File: config.mk
export PLATFORM = sky130hd
export DESIGN_NAME = pwm_dac_trig
export DESIGN_NICKNAME = d
export VERILOG_FILES = /design/src/rtl/pdt_pkg.sv /design/src/rtl/pdt_counter.sv /design/src/rtl/pdt_ivl_cmp.sv /design/src/rtl/pdt_out.sv /design/src/rtl/pwm_dac_trig.sv
export SDC_FILE = /design/constraint.sdc
export NUM_CORES = 1
export LEC_CHECK = 0
export ABC_AREA = 0
export BUFFER_PORTS_ARGS = -buffer_cell sky130_fd_sc_hd__buf_2
export CAP_MARGIN = 20
export CORE_UTILIZATION = 53
export DETAILED_ROUTE_END_ITERATION = 10
export PLACE_DENSITY = 0.78
export SLEW_MARGIN = 40
export SYNTH_ARGS = -nofsm -noshare
export SYNTH_HDL_FRONTEND = slang
export SYNTH_HIERARCHICAL = 1
export SYNTH_SLANG_ARGS = --single-unit
File: constraint.sdc
create_clock -name clk -period 5.4 [get_ports clk]
set_clock_uncertainty 0.15 [all_clocks]
set_input_delay 0 -clock clk [delete_from_list [all_inputs] [get_ports clk]]
set_output_delay 0 -clock clk [all_outputs]
set_load 0.01 [all_outputs]
File: src/rtl/pdt_pkg.sv
package pdt_pkg;

    typedef enum logic {
        RSRC_WRAP = 1'b0,
        RSRC_SET  = 1'b1
    } rst_src_e;

    typedef enum logic {
        SSRC_IVL = 1'b0,
        SSRC_CLR = 1'b1
    } step_src_e;

    typedef struct packed {
        logic wrap;
        logic set;
        logic clr;
        logic ivl;
    } evt_t;

    typedef struct packed {
        logic restart;
        logic step;
    } trig_t;

    function automatic logic pick_restart(rst_src_e src, evt_t e);
        return (src == RSRC_SET) ? e.set : e.wrap;
    endfunction

    function automatic logic pick_step(step_src_e src, evt_t e);
        return (src == SSRC_CLR) ? e.clr : e.ivl;
    endfunction

endpackage

File: src/rtl/pdt_counter.sv
module pdt_counter #(
    parameter int W = 16
) (
    input  logic         clk,
    input  logic         rst,
    input  logic         run,
    input  logic [W-1:0] period,
    output logic [W-1:0] cnt,
    output logic         wrap
);

    localparam logic [W-1:0] ONE = W'(1);

    assign wrap = run && (cnt >= period);

    always_ff @(posedge clk) begin
        if (rst || !run) begin
            cnt <= '0;
        end else if (wrap) begin
            cnt <= '0;
        end else begin
            cnt <= cnt + ONE;
        end
    end

    p_wrap_to_zero_r2: assert property (@(posedge clk) disable iff (rst)
        wrap |=> (cnt == '0));

    p_count_up_r2: assert property (@(posedge clk) disable iff (rst)
        (run && !wrap) |=> (cnt == $past(cnt) + ONE));

endmodule

File: src/rtl/pdt_ivl_cmp.sv
module pdt_ivl_cmp #(
    parameter int W = 16
) (
    input  logic         clk,
    input  logic         rst,
    input  logic         run,
    input  logic         wrap,
    input  logic         adv_en,
    input  logic [W-1:0] cnt,
    input  logic [W-1:0] ivl,
    output logic         hit
);

    localparam int AW = W + 1;

    logic [AW-1:0] act;
    logic [AW-1:0] cnt_x;
    logic [AW-1:0] ivl_x;

    assign cnt_x = {1'b0, cnt};
    assign ivl_x = {1'b0, ivl};
    assign hit   = run && (cnt_x == act);

    always_ff @(posedge clk) begin
        if (rst || !run) begin
            act <= ivl_x;
        end else if (wrap) begin
            act <= ivl_x;
        end else if (hit && adv_en) begin
            act <= act + ivl_x;
        end
    end

    p_reload_on_wrap_r7: assert property (@(posedge clk) disable iff (rst)
        wrap |=> (act == {1'b0, $past(ivl)}));

    p_match_ahead_r9: assert property (@(posedge clk) disable iff (rst)
        (hit && adv_en && !wrap && ivl != '0) |=> (act >= {1'b0, cnt}));

endmodule

File: src/rtl/pdt_out.sv
module pdt_out
    import pdt_pkg::*;
(
    input  logic      clk,
    input  logic      rst,
    input  logic      run,
    input  logic      en_req,
    input  rst_src_e  rsrc,
    input  step_src_e ssrc,
    input  evt_t      evt,
    output logic      mode_en,
    output logic      pwm,
    output trig_t     trig
);

    always_ff @(posedge clk) begin
        if (rst) begin
            mode_en <= 1'b0;
        end else if (!run) begin
            mode_en <= en_req;
        end
    end

    always_ff @(posedge clk) begin
        if (rst || !run) begin
            pwm <= 1'b0;
        end else if (evt.set) begin
            pwm <= 1'b1;
        end else if (evt.clr) begin
            pwm <= 1'b0;
        end
    end

    always_ff @(posedge clk) begin
        if (rst || !mode_en) begin
            trig <= '0;
        end else begin
            trig.restart <= pick_restart(rsrc, evt);
            trig.step    <= pick_step(ssrc, evt);
        end
    end

    p_mode_frozen_r3: assert property (@(posedge clk) disable iff (rst)
        run |=> (mode_en == $past(mode_en)));

    p_no_trig_when_off_r4: assert property (@(posedge clk) disable iff (rst)
        !mode_en |=> (trig == '0));

    p_pwm_rises_r2: assert property (@(posedge clk) disable iff (rst)
        evt.set |=> pwm);

endmodule

File: src/rtl/pwm_dac_trig.sv
module pwm_dac_trig
    import pdt_pkg::*;
#(
    parameter int CNT_W = 16
) (
    input  logic             clk,
    input  logic             rst,
    input  logic             run_i,
    input  logic             dual_en_i,
    input  logic             rst_sel_i,
    input  logic             step_sel_i,
    input  logic [CNT_W-1:0] period_i,
    input  logic [CNT_W-1:0] set_cmp_i,
    input  logic [CNT_W-1:0] clr_cmp_i,
    input  logic [CNT_W-1:0] step_ivl_i,
    output logic             pwm_o,
    output logic             dac_rst_trig_o,
    output logic             dac_step_trig_o
);

    logic [CNT_W-1:0] cnt;
    logic             wrap;
    logic             ivl_hit;
    logic             mode_en;
    logic             adv_en;
    evt_t             evt;
    trig_t            trig;
    rst_src_e         rsrc;
    step_src_e        ssrc;

    assign rsrc   = rst_src_e'(rst_sel_i);
    assign ssrc   = step_src_e'(step_sel_i);
    assign adv_en = mode_en && (ssrc == SSRC_IVL);

    pdt_counter #(.W(CNT_W)) u_cnt (
        .clk    (clk),
        .rst    (rst),
        .run    (run_i),
        .period (period_i),
        .cnt    (cnt),
        .wrap   (wrap)
    );

    pdt_ivl_cmp #(.W(CNT_W)) u_ivl (
        .clk    (clk),
        .rst    (rst),
        .run    (run_i),
        .wrap   (wrap),
        .adv_en (adv_en),
        .cnt    (cnt),
        .ivl    (step_ivl_i),
        .hit    (ivl_hit)
    );

    always_comb begin
        evt.wrap = wrap;
        evt.set  = run_i && (cnt == set_cmp_i);
        evt.clr  = run_i && (cnt == clr_cmp_i);
        evt.ivl  = ivl_hit;
    end

    pdt_out u_out (
        .clk     (clk),
        .rst     (rst),
        .run     (run_i),
        .en_req  (dual_en_i),
        .rsrc    (rsrc),
        .ssrc    (ssrc),
        .evt     (evt),
        .mode_en (mode_en),
        .pwm     (pwm_o),
        .trig    (trig)
    );

    assign dac_rst_trig_o  = trig.restart;
    assign dac_step_trig_o = trig.step;

    p_reset_quiet_r1: assert property (@(posedge clk)
        rst |=> (!pwm_o && !dac_rst_trig_o && !dac_step_trig_o));

    p_restart_single_r11: assert property (@(posedge clk) disable iff (rst)
        (dac_rst_trig_o && period_i != '0 && $stable(period_i) &&
         $stable(rst_sel_i) && $stable(set_cmp_i)) |=> !dac_rst_trig_o);

endmodule

==> metrics.md <==
| Metric | Value |
|---|---|
| Final hold vios | `0` |
| PortBufs | `72` |
| Worst path required time | `between 5000 and 6000 ps` |
| Post-synth EDFFs | `16` |
| RSZ-0062 raised after global routing | `no` |
| Clock Tree Root | `clkbuf_8` |
| Post-DP HPWL | `a little under 7000 um` |
| Initial Util | `between 50% and 60%` |
| H-tree levels | `2` |
| Buf/Inv on CP | `0` |
| CP Depth | `8` |
| Max Cap Viol | `0` |
| Register area | `901 sq um` |
| Crit path from | `u_cnt/cnt[6]$_SDFF_PP0_` |
| Peak supply drop | `between 0.0001 and 0.00015 V` |
| CORE AREA | `just over 6000 sq um` |
| Layout cell share with drive strength beyond 1 | `a little over a fifth` |
| Cells after synthesis | `between 300 and 400` |
| Clk buf depth | `2` |
| Crit path cell chain | `ha_1 -> and3_1 -> a221oi_1 -> o221ai_2 -> o31a_1 -> nor2_1 -> and2_1 -> nand2_1` |
| Overall routing resource usage | `between 20% and 30%` |
| Synth warnings | `6` |
| Post-Syn Area | `3410 sq um` |
| Clock transition at the registers of the reported paths | `~70 ps` |
| Residual DRC count | `0` |
| #FFs+latches synth | `37` |
| Pwr Density | `roughly 200 nW/um^2` |
| Placement Setup Slack | `about 1400 ps` |
| End of the worst register-to-register path | `u_ivl/act[14]$_DFFE_PP_` |
| Gpl congestion | `between 0.9 and 1` |
| Final worst-path cycle share | `about 71%` |
| Cell taking the most area after synthesis | `edfxtp_1` |
| Fin worst setup slack | `around 1600 ps` |
| Post-layout util | `68.0%` |
| Final #Nets | `slightly below 600` |
| Max stage delay on crit path | `approximately 550 ps` |
| Worst reg-to-reg setup slack | `about 1600 ps` |
| Critical path's top delay family | `simple AND/OR/NAND/NOR gates` |
| Hold Crit Class | `in -> reg` |
| Multi-input logic area | `~2400 sq um` |
| Tmin final | `3830 ps` |
| DIE HEIGHT | `slightly above 80 um` |
| IO Count | `73` |
| Worst-case reg-to-reg path depth | `8` |
| Simple logic cell fraction of the synthesized area | `22.5%` |
| Vias/cell | `just under 6` |
| Critical path arrival | `between 3000 and 4000 ps` |
| Number of global-route vias before repair | `~3200` |
| Synth top area cells | `edfxtp_1 14%, dfxtp_1 12%, ha_1 12%` |
| Synth Area in Adders | `around an eighth` |
| WL final | `a little under 9000 um` |
| Grt ovf | `0` |
| Worst setup SP type | `flip-flop` |
| Die extent in x | `a little over 80 um` |
| Net Count, Synth | `about 480` |
| Ant. Diodes | `0` |
| CTS buffer count | `5` |
| Critical-path top delay cell | `dfxtp_1` |
| Number of distinct library cells after synthesis | `59` |
| Slew Limit Fails | `0` |
| CTS tree | `yes` |
| Highest Clock Rate | `0.261 GHz` |
| Top_reg_cell synth | `dfxtp_1` |
| Worst Setup End Kind | `flip-flop` |
| Pin count of the biggest net entering global routing | `26` |
| Vias | `3194` |
| Mux contribution to synthesized area | `1.51%` |
| Mean Syn Cell Area | `approximately 9.0 sq um` |
| FILL cells | `~500` |
| Row count | `28` |
| Setup bufs post-CTS | `0` |
| Worst r2r src | `u_cnt/cnt[6]$_SDFF_PP0_` |
| Synth Area in XOR/XNOR | `roughly 18%` |
| Remaining antenna violation count after routing | `0` |
| Initial drt markers | `~180` |
| Worst slew pin tran | `roughly 770 ps` |
| Largest family of logic cells by synthesized area | `simple AND/OR/NAND/NOR gates` |
| Total iterations of the first detailed-routing run | `5` |
| CP Class | `reg -> reg` |
| Part of the Yosys area used for sequential elements | `roughly a quarter` |
| Area grow syn2layout | `21.0%` |
| Antenna violations before repair | `0` |
| First-pass GRT wire length | `approximately 14000 um` |
| Wire per inst | `approximately 16 um` |
| Worst-path fanout max | `16` |
| Skew-Pair Late Insertion Delay | `290 ps` |
| Slew headroom | `about 48%` |
| Asr flop ratio synth | `0%` |
| Compound-Gate Fraction of Synth Area | `between 10% and 20%` |
| Die footprint | `between 6000 and 7000 sq um` |
| Setup TNS | `0 ps` |
| Synth top area share | `between 10% and 20%` |
| Clock sink count | `37` |
| Worst Setup EP | `u_ivl/act[14]$_DFFE_PP_` |
| Resized cells post-CTS | `0` |
| Status | `finished clean` |
| Lkg Pwr | `between 1.5 and 2 nW` |
| Final setup viols | `0` |
layout make-up:
cell class                 instances  share of cell area, %
clock buffer                       8                   2.18
inverter                          21                   1.91
multi-input combinational        314                   57.7
sequential                        37                   21.8
tap                               75                   2.28
timing repair buffer              94                   14.0
power breakdown:
group / switching (W) / leakage, nW / internal [W]
clock: 0.0000973 / 0.0455 / 0.000104
combinational: 0.000144 / 1.43 / 0.000128
sequential: 0.0000178 / 0.334 / 0.000314
total: 0.000259 / 1.81 / 0.000546
layout by cell type (no fill, tap or decap), types with 5 or more instances in the layout:
cell	count
buf_2	72
and3_1	6
xnor2_1	35
dlygate4sd3_1	20
o21ai_0	16
nor4_1	22
edfxtp_1	16
nand4_1	15
xor2_1	36
inv_1	21
clkbuf_8	6
a21oi_1	19
nand2_1	41
nand3_1	7
a21o_1	5
ha_1	33
nor2b_1	9
nor2_1	14
dfxtp_1	21
worst reg2reg max path: stages, from the launching register on:
cell	delay, ps
dfxtp_1	550
ha_1	320
and3_1	200
a221oi_1	410
o221ai_2	260
o31a_1	370
nor2_1	130
and2_1	470
nand2_1	550
synth_stat cells, drive strengths merged, types with 3 or more instances:
library cell and n:
o21ai 17, ha 33, xnor2 35, nand2b 4
mux2i 4, nor4 25, clkbuf 3, a2111oi 3
nand2 41, nand4 15, nor2b 9, a21o 5
and3 6, dfxtp 21, xor2 36, o31ai 3
nand3 9, nor2 14, a21oi 21, buf 5
inv 21, edfxtp 16, and2 3
flip-flops by register name (all words and copies together), names as in the netlist:
signal	flops
u_out/pwm	1
u_out/trig	2
u_ivl/act	17
u_cnt/cnt	16
u_out/mode_en	1
routing by layer:
| layer | global-route usage (%) | up-vias | part of all wire (%) |
|---|---|---|---|
| met1 | 33.2 | 1484 | 42 |
| li1 | - | 1573 | - |
| met2 | 50.8 | 111 | 50 |
| met3 | 4.18 | 26 | 4.7 |
| met5 | 0 | - | 0 |
| met4 | 14.2 | 0 | 3.6 |
how the worst min path moves through the flow:
stage / startpoint / end / slack [ps] / depth (start not counted)
after floorplan: rst / u_out/mode_en$_SDFFE_PP0N_ / -80 / 1
after global placement: rst / u_out/mode_en$_SDFFE_PP0N_ / 80 / 2
after detailed placement: rst / u_out/mode_en$_SDFFE_PP0N_ / 90 / 2
after CTS: step_ivl_i[13] / u_ivl/act[13]$_DFFE_PP_ / 10 / 4
after global routing: step_ivl_i[13] / u_ivl/act[13]$_DFFE_PP_ / 80 / 4
final: step_ivl_i[13] / u_ivl/act[13]$_DFFE_PP_ / 30 / 4
metrics by stage:
stage	cell area [sq um]	total power, W	hold slack [ps]	cells
after global routing	4120	0.000855	77.9	549
after global placement	3810	0.000587	80.9	519
after detailed placement	3810	0.000593	88.1	519
final	4120	0.000805	27.2	549
after floorplan	3410	0.000518	-77.6	380
after CTS	4110	0.000802	12.9	547
cells by family (layout without fill, tap and decap cells):
group | count (synthesis) | after routing
simple gates | 137 | 137
xor+xnor | 71 | 71
compound gates | 67 | 67
flops | 37 | 37
fa+ha+maj | 34 | 34
buf+inv | 29 | 123
mux | 5 | 5
timing repair:
item	CTS	global route
endpoints found under the hold margin	20	0
endpoints found under the setup margin	0	0
hold buffers	20	0
No activity file was read; power rests on OpenSTA's default activity.
